$ cat config.mk
export PLATFORM = sky130hd
export DESIGN_NAME = dram_refresh_seq
export DESIGN_NICKNAME = d
export VERILOG_FILES = /design/src/rtl/drs_pkg.sv /design/src/rtl/drs_ticker.sv /design/src/rtl/drs_pending.sv /design/src/rtl/drs_cbr_engine.sv /design/src/rtl/dram_refresh_seq.sv
export SDC_FILE = /design/constraint.sdc
export NUM_CORES = 1
export LEC_CHECK = 0
export ABC_CLOCK_PERIOD_IN_PS = 3350
export BUFFER_PORTS_ARGS = -buffer_cell sky130_fd_sc_hd__buf_2
export CAP_MARGIN = 20
export CORE_ASPECT_RATIO = 1.75
export CORE_MARGIN = 2
export CORE_UTILIZATION = 52
export CTS_BUF_LIST = sky130_fd_sc_hd__clkbuf_4 sky130_fd_sc_hd__clkbuf_8 sky130_fd_sc_hd__clkbuf_16
export DETAILED_ROUTE_END_ITERATION = 10
export PLACE_DENSITY_LB_ADDON = 0.15
export SLEW_MARGIN = 10
export SYNTH_ARGS = -nofsm -noshare
export SYNTH_HDL_FRONTEND = slang
export SYNTH_SLANG_ARGS = --single-unit
$ cat constraint.sdc
create_clock -name clk -period 3.35 [get_ports clk]
set_input_delay 0 -clock clk [delete_from_list [all_inputs] [get_ports clk]]
set_output_delay 0 -clock clk [all_outputs]
set_load 0.1 [all_outputs]
$ cat src/rtl/drs_pkg.sv
package drs_pkg;
  typedef enum logic [1:0] {SEQ_WAIT, SEQ_INIT, SEQ_RUN} seq_e;
  typedef enum logic [1:0] {PH_IDLE, PH_CAS, PH_RAS, PH_PRE} cbr_ph_e;

  // nanoseconds to whole clock cycles, rounded up
  function automatic int ns_to_cyc(input int ns, input int mhz);
    return (ns * mhz + 999) / 1000;
  endfunction
endpackage

$ cat src/rtl/drs_ticker.sv
module drs_ticker #(
  parameter int LIMIT = 1562
) (
  input  logic clk,
  input  logic rst_n,
  input  logic en,
  output logic tick
);
  localparam int CW = (LIMIT > 2) ? $clog2(LIMIT) : 1;
  logic [CW-1:0] cnt;

  assign tick = en && (cnt == CW'(LIMIT - 1));

  always_ff @(posedge clk or negedge rst_n) begin
    if (!rst_n)      cnt <= '0;
    else if (!en)    cnt <= '0;
    else if (tick)   cnt <= '0;
    else             cnt <= cnt + 1'b1;
  end
endmodule

$ cat src/rtl/drs_pending.sv
module drs_pending #(
  parameter int MAXV = 4,
  localparam int PW = $clog2(MAXV + 1)
) (
  input  logic          clk,
  input  logic          rst_n,
  input  logic          inc,
  input  logic          dec,
  output logic [PW-1:0] count,
  output logic          nonzero
);
  logic full;
  assign full    = (count == PW'(MAXV));
  assign nonzero = (count != '0);

  always_ff @(posedge clk or negedge rst_n) begin
    if (!rst_n) count <= '0;
    else begin
      case ({inc && !full, dec && nonzero})
        2'b10:   count <= count + 1'b1;
        2'b01:   count <= count - 1'b1;
        default: count <= count;
      endcase
    end
  end
endmodule

$ cat src/rtl/drs_cbr_engine.sv
module drs_cbr_engine import drs_pkg::*; #(
  parameter int CAS_CYC = 1,
  parameter int RAS_CYC = 6,
  parameter int PRE_CYC = 4
) (
  input  logic clk,
  input  logic rst_n,
  input  logic start,
  output logic busy,
  output logic done,
  output logic ras_n,
  output logic cas_n
);
  localparam int LONGEST = (RAS_CYC > PRE_CYC) ? ((RAS_CYC > CAS_CYC) ? RAS_CYC : CAS_CYC)
                                               : ((PRE_CYC > CAS_CYC) ? PRE_CYC : CAS_CYC);
  localparam int CW = (LONGEST > 1) ? $clog2(LONGEST) : 1;

  cbr_ph_e       ph;
  logic [CW-1:0] cnt;

  assign busy  = (ph != PH_IDLE);
  assign done  = (ph == PH_PRE) && (cnt == '0);
  assign cas_n = !((ph == PH_CAS) || (ph == PH_RAS));
  assign ras_n = !(ph == PH_RAS);

  always_ff @(posedge clk or negedge rst_n) begin
    if (!rst_n) begin
      ph  <= PH_IDLE;
      cnt <= '0;
    end else if (ph == PH_IDLE) begin
      if (start) begin
        ph  <= PH_CAS;
        cnt <= CW'(CAS_CYC - 1);
      end
    end else if (cnt != '0) begin
      cnt <= cnt - 1'b1;
    end else begin
      case (ph)
        PH_CAS:  begin ph <= PH_RAS; cnt <= CW'(RAS_CYC - 1); end
        PH_RAS:  begin ph <= PH_PRE; cnt <= CW'(PRE_CYC - 1); end
        default: begin ph <= PH_IDLE; cnt <= '0; end
      endcase
    end
  end
endmodule

$ cat src/rtl/dram_refresh_seq.sv
module dram_refresh_seq import drs_pkg::*; #(
  parameter int ROWS        = 1024,
  parameter int CLK_MHZ     = 100,
  parameter int PERIOD_MS   = 16,
  parameter int WAIT_US     = 200,
  parameter int INIT_CYCLES = 8,
  parameter int PEND_MAX    = 4,
  parameter int TRC_NS      = 104,
  parameter int TRAS_NS     = 60,
  parameter int TRP_NS      = 40,
  parameter int CAS_LEAD    = 1,
  localparam int PW         = $clog2(PEND_MAX + 1)
) (
  input  logic clk,
  input  logic rst_n,
  input  logic ref_gnt,
  input  logic ctrl_ras_n,
  input  logic ctrl_lcas_n,
  input  logic ctrl_ucas_n,
  input  logic ctrl_we_n,
  output logic ref_req,
  output logic init_done,
  output logic dram_ras_n,
  output logic dram_lcas_n,
  output logic dram_ucas_n,
  output logic dram_we_n
);
  localparam int WAIT_CYC = WAIT_US * CLK_MHZ;
  localparam int INTERVAL = (PERIOD_MS * 1000 * CLK_MHZ) / ROWS;
  localparam int RAS_CYC  = ns_to_cyc(TRAS_NS, CLK_MHZ);
  localparam int TRC_CYC  = ns_to_cyc(TRC_NS, CLK_MHZ);
  localparam int PRE_MIN  = ns_to_cyc(TRP_NS, CLK_MHZ);
  localparam int PRE_FILL = TRC_CYC - CAS_LEAD - RAS_CYC;
  localparam int PRE_CYC  = (PRE_FILL > PRE_MIN) ? PRE_FILL : ((PRE_MIN > 0) ? PRE_MIN : 1);
  localparam int IW       = $clog2(INIT_CYCLES + 1);

  seq_e          seq;
  logic [IW-1:0] init_issued, init_closed;
  logic          wait_tick, ref_tick;
  logic          want, start;
  logic          eng_busy, eng_done, eng_ras_n, eng_cas_n;
  logic [PW-1:0] pend_cnt;
  logic          pend_nz;

  drs_ticker #(.LIMIT(WAIT_CYC)) u_wait (
    .clk(clk), .rst_n(rst_n), .en(seq == SEQ_WAIT), .tick(wait_tick));

  drs_ticker #(.LIMIT(INTERVAL)) u_period (
    .clk(clk), .rst_n(rst_n), .en(seq == SEQ_RUN), .tick(ref_tick));

  drs_pending #(.MAXV(PEND_MAX)) u_pend (
    .clk(clk), .rst_n(rst_n), .inc(ref_tick), .dec(start && (seq == SEQ_RUN)),
    .count(pend_cnt), .nonzero(pend_nz));

  drs_cbr_engine #(.CAS_CYC(CAS_LEAD), .RAS_CYC(RAS_CYC), .PRE_CYC(PRE_CYC)) u_eng (
    .clk(clk), .rst_n(rst_n), .start(start), .busy(eng_busy), .done(eng_done),
    .ras_n(eng_ras_n), .cas_n(eng_cas_n));

  assign want = ((seq == SEQ_INIT) && (init_issued != IW'(INIT_CYCLES)))
             || ((seq == SEQ_RUN) && pend_nz);
  assign start     = want && ref_gnt && !eng_busy;
  assign ref_req   = want || eng_busy;
  assign init_done = (seq == SEQ_RUN);

  always_ff @(posedge clk or negedge rst_n) begin
    if (!rst_n) begin
      seq         <= SEQ_WAIT;
      init_issued <= '0;
      init_closed <= '0;
    end else begin
      case (seq)
        SEQ_WAIT: if (wait_tick) seq <= SEQ_INIT;
        SEQ_INIT: begin
          if (start) init_issued <= init_issued + 1'b1;
          if (eng_done) begin
            init_closed <= init_closed + 1'b1;
            if (init_closed == IW'(INIT_CYCLES - 1)) seq <= SEQ_RUN;
          end
        end
        default: seq <= SEQ_RUN;
      endcase
    end
  end

  // pin ownership: granted -> refresh engine; not yet started -> idle; else controller
  always_comb begin
    if (ref_gnt) begin
      dram_ras_n  = eng_ras_n;
      dram_lcas_n = eng_cas_n;
      dram_ucas_n = eng_cas_n;
      dram_we_n   = 1'b1;
    end else if (!init_done) begin
      dram_ras_n  = 1'b1;
      dram_lcas_n = 1'b1;
      dram_ucas_n = 1'b1;
      dram_we_n   = 1'b1;
    end else begin
      dram_ras_n  = ctrl_ras_n;
      dram_lcas_n = ctrl_lcas_n;
      dram_ucas_n = ctrl_ucas_n;
      dram_we_n   = ctrl_we_n;
    end
  end
endmodule

==> results.md, run 1 <==
- Antenna Nets Post-Route: 0
- Drt initial violations: 23
- Startpoint types: register
- DP HPWL: 2870 um
- Reg clk slew, reported paths: 80 ps
- Period utilization: 80.6%
- Ys flop type: dfrtp_1
- Synth Cell Area: 2280 um^2
- CTS Buffer Depth: 2
- Setup violations, final: 0
- WL/cell: 13.6 um
- Remaining DRCs: 0
- Fin nets: 265
- RSZ-0062 raised after global routing: false
- CP Class: reg2reg
- Antenna cells: 0
- EDFF count, synth: 0
- Post-cts sizing count: 0
- Design Area, Final: 2500 um^2
- Initial Util: 54.5%
- Area Overhead vs Synth: 9.42%
- First-pass GRT wire length: 6860 um
- Post-synth ARST share: 100%
- Gr usage total: 18.6%
- Syn avg cell area: 10.1 um^2
- Clock root cell: clkbuf_8
- Syn nets: 248
- Largest net degree at the start of global routing: 45
- Via Count: 1,600
- Util after Layout: 59.7%
- Max_cap viols: 0
- Core area: 4190 um^2
- P per Cell Area: 354 nW/um^2
- Pleak: 1.12 nW
- Library cells used by synthesis: 35
- Worst Tran Pin Value: 570 ps
- First drt pass iteration count: 4
- Number of vias per cell: 5.46
- PortBufs: 12
- Ys Warns: 0
- Final worst path period need: 2700 ps
- Final wirelength: 3980 um
- Hold Path Class: in2async
- Critical path arrival: 2920 ps
- Final Max Slew Viols: 0
- Total gr overflow: 0
- Die width: 54.1 um
- Setup TNS: 0 ps
- Setup Skew: 8.55 ps
- CTS sink cnt: 44
- Final Wtd Congestion: 0.787
- Max Clk Rate: 370 MHz
- H-tree depth: 2
- Initial antenna violation count: 0
- Fill count: 398
- Pwr Total: 0.884 mW
- Outcome: complete, no violations
- Ports: 13
- Fraction of layout cells with a size suffix above 1: 10.2%
- Die height: 91.7 um
- Worst vdd ir: 304 uV
- Hold Vio Cnt, Final: 0
- Die area: 4960 um^2
- CTS tree: built
- Placed instance area: 2380 um^2
- Worst rel slew slack: 61.7%
- Post-Syn Instances: 226
- Seq/Total Area, Yosys: 48.2%
- Clock Latency Late Sink: 290 ps
- CP max FO: 3
- Number of global-route vias before repair: 1,591
- Synth Register Bits: 44
- Critical Path End Type: register
- Number of placement rows: 31
- Number of CTS-inserted buffers: 5
- Worst path required time: 3570 ps
==> worst max-delay path, cell delays in order (launching register included) <==
cell and delay, ps:
dfrtp_1 400, or4b_1 500, or4_1 440, a211o_1 290, ha_1 220, fa_1 390, xnor2_1 130, nor2_1 120
xor2_1 150
==> layer usage <==
| layer | GRT usage [%] | wire (um) |
|---|---|---|
| met1 | 20.4 | 1710 |
| met2 | 33.9 | 2120 |
| met3 | 3.91 | 101 |
| met4 | 5.63 | 39 |
| met5 | 0 | 0 |
==> power by group <==
group | switching, mW | total [mW] | internal (mW)
Combinational | 0.0129 | 0.0186 | 0.00577
Clock | 0.171 | 0.335 | 0.165
Sequential | 0 | 0.531 | 0.531
Total | 0.184 | 0.884 | 0.701
==> cell families (layout without fill, tap and decap cells) <==
group,Yosys count,count (layout),synth area share [%]
adders and majority gates,15,15,8.54
muxes,4,4,1.92
buffers and inverters,19,37,3.72
AOI/OAI and AO/OA,14,14,4.16
and+or+nand+nor,99,99,21.6
xor gates and xnor gates,31,31,11.9
DFF,44,44,48.2
==> cells in the mapped netlist (all sizes together), types with 2 or more instances <==
cell type | instances | share of area [%]
nand4 | 6 | 1.6
mux2 | 3 | 1.5
and4b | 2 | 0.88
nor2b | 2 | 0.55
nor4 | 5 | 1.4
nor3 | 18 | 3.9
or3 | 3 | 0.82
dfrtp | 44 | 48
a211o | 2 | 0.77
xnor2 | 22 | 8.4
a21oi | 5 | 1.1
or4b | 2 | 0.88
ha | 14 | 7.7
nand3 | 9 | 2.0
nand2b | 2 | 0.55
inv | 15 | 2.5
buf | 3 | 1.0
nor2 | 33 | 5.4
nand2 | 13 | 2.1
o2bb2ai | 2 | 0.77
xor2 | 9 | 3.5
==> cells in the final DEF (no fill, tap or decap), types with 3 or more instances in the layout <==
cell type   n
nand3_1     9
or3_1       3
nand2_1    13
nand4_1     6
inv_1      15
a21oi_1     5
nor3_1     18
clkbuf_8    6
ha_1       14
mux2_2      3
nor4_1      5
buf_2      12
xor2_1      9
dfrtp_1    44
nor2_1     33
xnor2_1    22
==> repair_timing <==
action / in CTS / in global routing
endpoints found under the hold margin: 44 / 0
hold buffers: 1 / 0
setup buffers: 0 / 0
==> stage by stage <==
step                      worst slack, ps  hold WS, ps  instances
after floorplan                       743         -296        226
after global placement                705          208        283
after detailed placement              653          212        283
after CTS                             635          190        292
after global routing                  482          171        293
final                                 649          136        293
==> registers in the layout (all words and copies together), names as in the netlist <==
register and flops:
u_period.cnt 11, u_eng.cnt 3, init_issued 4, u_pend.count 3, seq 2, u_eng.ph 2, init_closed 4, u_wait.cnt 15
==> final cells by class <==
class	instances	area, um^2	area share (%)
clock buffer	6	82.6	3.30
clock inverter	2	10.0	0.400
timing repair buffer	14	90.1	3.60
sequential	44	1100	44.0
inverter	15	56.3	2.25
multi-input combinational	163	1100	43.9
tap	49	61.3	2.45
==> worst paths after layout <==
path / from / slack, ps / cells after the start / end
worst max register to register: u_period.cnt[5] / 650 / 8 / u_pend.count[2]
worst max-delay path: u_period.cnt[5] / 650 / 8 / u_pend.count[2]
max in group asynchronous: rst_n / 2740 / 3 / u_wait.cnt[3]
min in group clk: ref_gnt / 180 / 4 / init_issued[3]
worst min register to register: init_issued[3] / 470 / 1 / init_issued[3]
worst min-delay path: rst_n / 140 / 2 / u_eng.ph[1]
No activity file was read; power rests on OpenSTA's default activity.
==> inputs of run 2 (changes only) <==
ABC_AREA = 1   (was not set)
ABC_CLOCK_PERIOD_IN_PS = 2600   (was 3350)
clock period = 2.6 ns   (was 3.35 ns; I/O delays follow)
==> results.md, run 2 <==
- Outcome: complete, no violations
- First-pass GRT wire length: 8490 um
- Critical Path End Type: register
- P per Cell Area: 401 nW/um^2
- Number of vias per cell: 4.98
- CTS tree: built
- Reg clk slew, reported paths: 80 ps
- PortBufs: 12
- Antenna Nets Post-Route: 0
- Final Max Slew Viols: 0
- Clock Latency Late Sink: 290 ps
- Number of CTS-inserted buffers: 5
- EDFF count, synth: 0
- Pleak: 1.47 nW
- Core area: 4930 um^2
- Ys Warns: 0
- Worst Tran Pin Value: 563 ps
- Area Overhead vs Synth: 9.06%
- Initial Util: 53.5%
- Number of placement rows: 34
- Most common cell after layout, fill and taps aside: nand2_1
- Largest net degree at the start of global routing: 45
- CP max FO: 5
- Max reg flops: 15
- Setup violations, final: 0
- Largest register by flop count: u_wait.cnt
- Total gr overflow: 0
- Synth Register Bits: 44
- Syn avg cell area: 8.09 um^2
- CTS sink cnt: 44
- Initial antenna violation count: 0
- Ys flop type: dfrtp_1
- Fraction of layout cells with a size suffix above 1: 14.7%
- Most frequent cells in the layout: 68 x nand2_1, 51 x inv_1, 44 x dfrtp_1
- Fin nets: 367
- Max_cap viols: 0
- Final Wtd Congestion: 0.828
- Post-Syn Instances: 326
- Leading post-synthesis cells by cell area: dfrtp_1 42%, nand2_1 9.7%, inv_1 7.3%, ha_1 6.6%, nor2_1 5.0%
- DP HPWL: 3630 um
- Worst rel slew slack: 62.5%
- Number of global-route vias before repair: 2,066
- Biggest regs: u_wait.cnt (15), u_period.cnt (11)
- Most common cell in the netlist: nand2_1
- Critical path arrival: 2440 ps
- Via Count: 1,991
- CTS Buffer Depth: 2
- Period utilization: 87.4%
- Pwr Total: 1.15 mW
- Setup Skew: 4.59 ps
- Drt initial violations: 37
- Ports: 13
- WL/cell: 11.7 um
- First drt pass iteration count: 6
- Antenna cells: 0
- Hold Path Class: in2reg
- Post-synth top cells: 68 x nand2_1, 51 x inv_1, 44 x dfrtp_1
- Die area: 5680 um^2
- Final wirelength: 4660 um
- Syn nets: 348
- Max Clk Rate: 440 MHz
- CP Class: reg2reg
- Remaining DRCs: 0
- Hold Vio Cnt, Final: 0
- Library cells used by synthesis: 32
- RSZ-0062 raised after global routing: false
- Synth top area share: 41.7%
- Worst path required time: 2770 ps
- Post-synth ARST share: 100%
- Worst vdd ir: 366 uV
- Die height: 98.2 um
- Post-synth top area cell: dfrtp_1
- Gr usage total: 18.9%
- Clock root cell: clkbuf_8
- H-tree depth: 2
- Synth Cell Area: 2640 um^2
- Setup TNS: 0 ps
- Seq/Total Area, Yosys: 41.7%
- Startpoint types: register
- Die width: 57.9 um
- Final worst path period need: 2270 ps
run 2: cell types whose count changed in the layout (fill, tap and decap cells not counted), moves of 4 or more:
cell     before  now
xnor2_1      22    3
inv_2         0    5
nor4_1        5    0
nand3_1       9   19
nand2_1      13   68
nor3_1       18   13
nand2_2       0    4
o21ai_0       1   11
a21oi_1       5   10
nor2_4        0    7
inv_1        15   51
run 2: timing repair:
item	CTS	global route
hold endpoints to repair	44	0
hold buffers	1	0
gates resized for setup	0	0
buffers inserted	0	0
run 2: cell type report:
class                   count  area [um^2]
clock buffers               6         82.6
clock inverters             2         10.0
fillers                   456         2060
inverters                  57          216
multi-input cells         223         1300
flip-flops and latches     44         1100
well taps                  54         67.6
repair buffers             14         97.6
run 2: where the power goes:
group / switching [mW] / internal [mW] / leakage [nW] / total [mW]
Clock: 0.232 / 0.212 / 0.0510 / 0.444
Sequential: 0 / 0.684 / 0.574 / 0.684
Combinational: 0.0176 / 0.00873 / 0.847 / 0.0263
Total: 0.250 / 0.905 / 1.47 / 1.15
run 2: logic make-up after synthesis:
group,synth area share [%]
buf+inv,8.91
fa+ha+maj,7.40
flops,41.7
simple gates,31.2
compound gates,5.31
mux,0.427
xor+xnor,4.98
run 2: path summary, 6_finish.rpt:
kind / to / from / cells after the start / slack (ps)
max in group asynchronous: u_period.cnt[7] / rst_n / 3 / 1870
min in group asynchronous: u_wait.cnt[3] / rst_n / 2 / 220
min reg2reg: u_wait.cnt[0] / u_wait.cnt[0] / 1 / 480
max reg2reg: u_pend.count[2] / init_issued[0] / 14 / 330
min: init_issued[2] / ref_gnt / 4 / 110
max: u_pend.count[2] / init_issued[0] / 14 / 330
run 2: per-stage QoR:
| stage | utilization (%) | instances | worst slack (ps) | hold slack (ps) | area, um^2 |
|---|---|---|---|---|---|
| after floorplan | - | 326 | 277 | -296 | 2640 |
| after global placement | 55.7 | 390 | 393 | 220 | 2750 |
| after detailed placement | 55.7 | 390 | 328 | 229 | 2750 |
| after CTS | 57.8 | 399 | 317 | 119 | 2850 |
| after global routing | 58.3 | 400 | 128 | 152 | 2880 |
| final | 58.3 | 400 | 328 | 109 | 2880 |
run 2: per-layer routing:
| metal | share of wire (%) | routed length [um] | GRT usage [%] |
|---|---|---|---|
| met4 | 2.1 | 99 | 7.33 |
| met5 | 0 | 0 | 0 |
| met2 | 55 | 2580 | 36.5 |
| met3 | 2.1 | 98 | 2.91 |
| met1 | 40 | 1880 | 19.1 |
run 2: worst max-delay path: stages (launching register included):
cell and delay, ps:
dfrtp_1 420, inv_1 90, ha_1 150, nand3_1 90, nand2_2 100, nand2_4 70
nand3_4 90, inv_1 70, nand2_1 60, inv_1 40, ha_1 220, fa_1 380
a21oi_1 120, o21ai_0 110, xor2_1 160
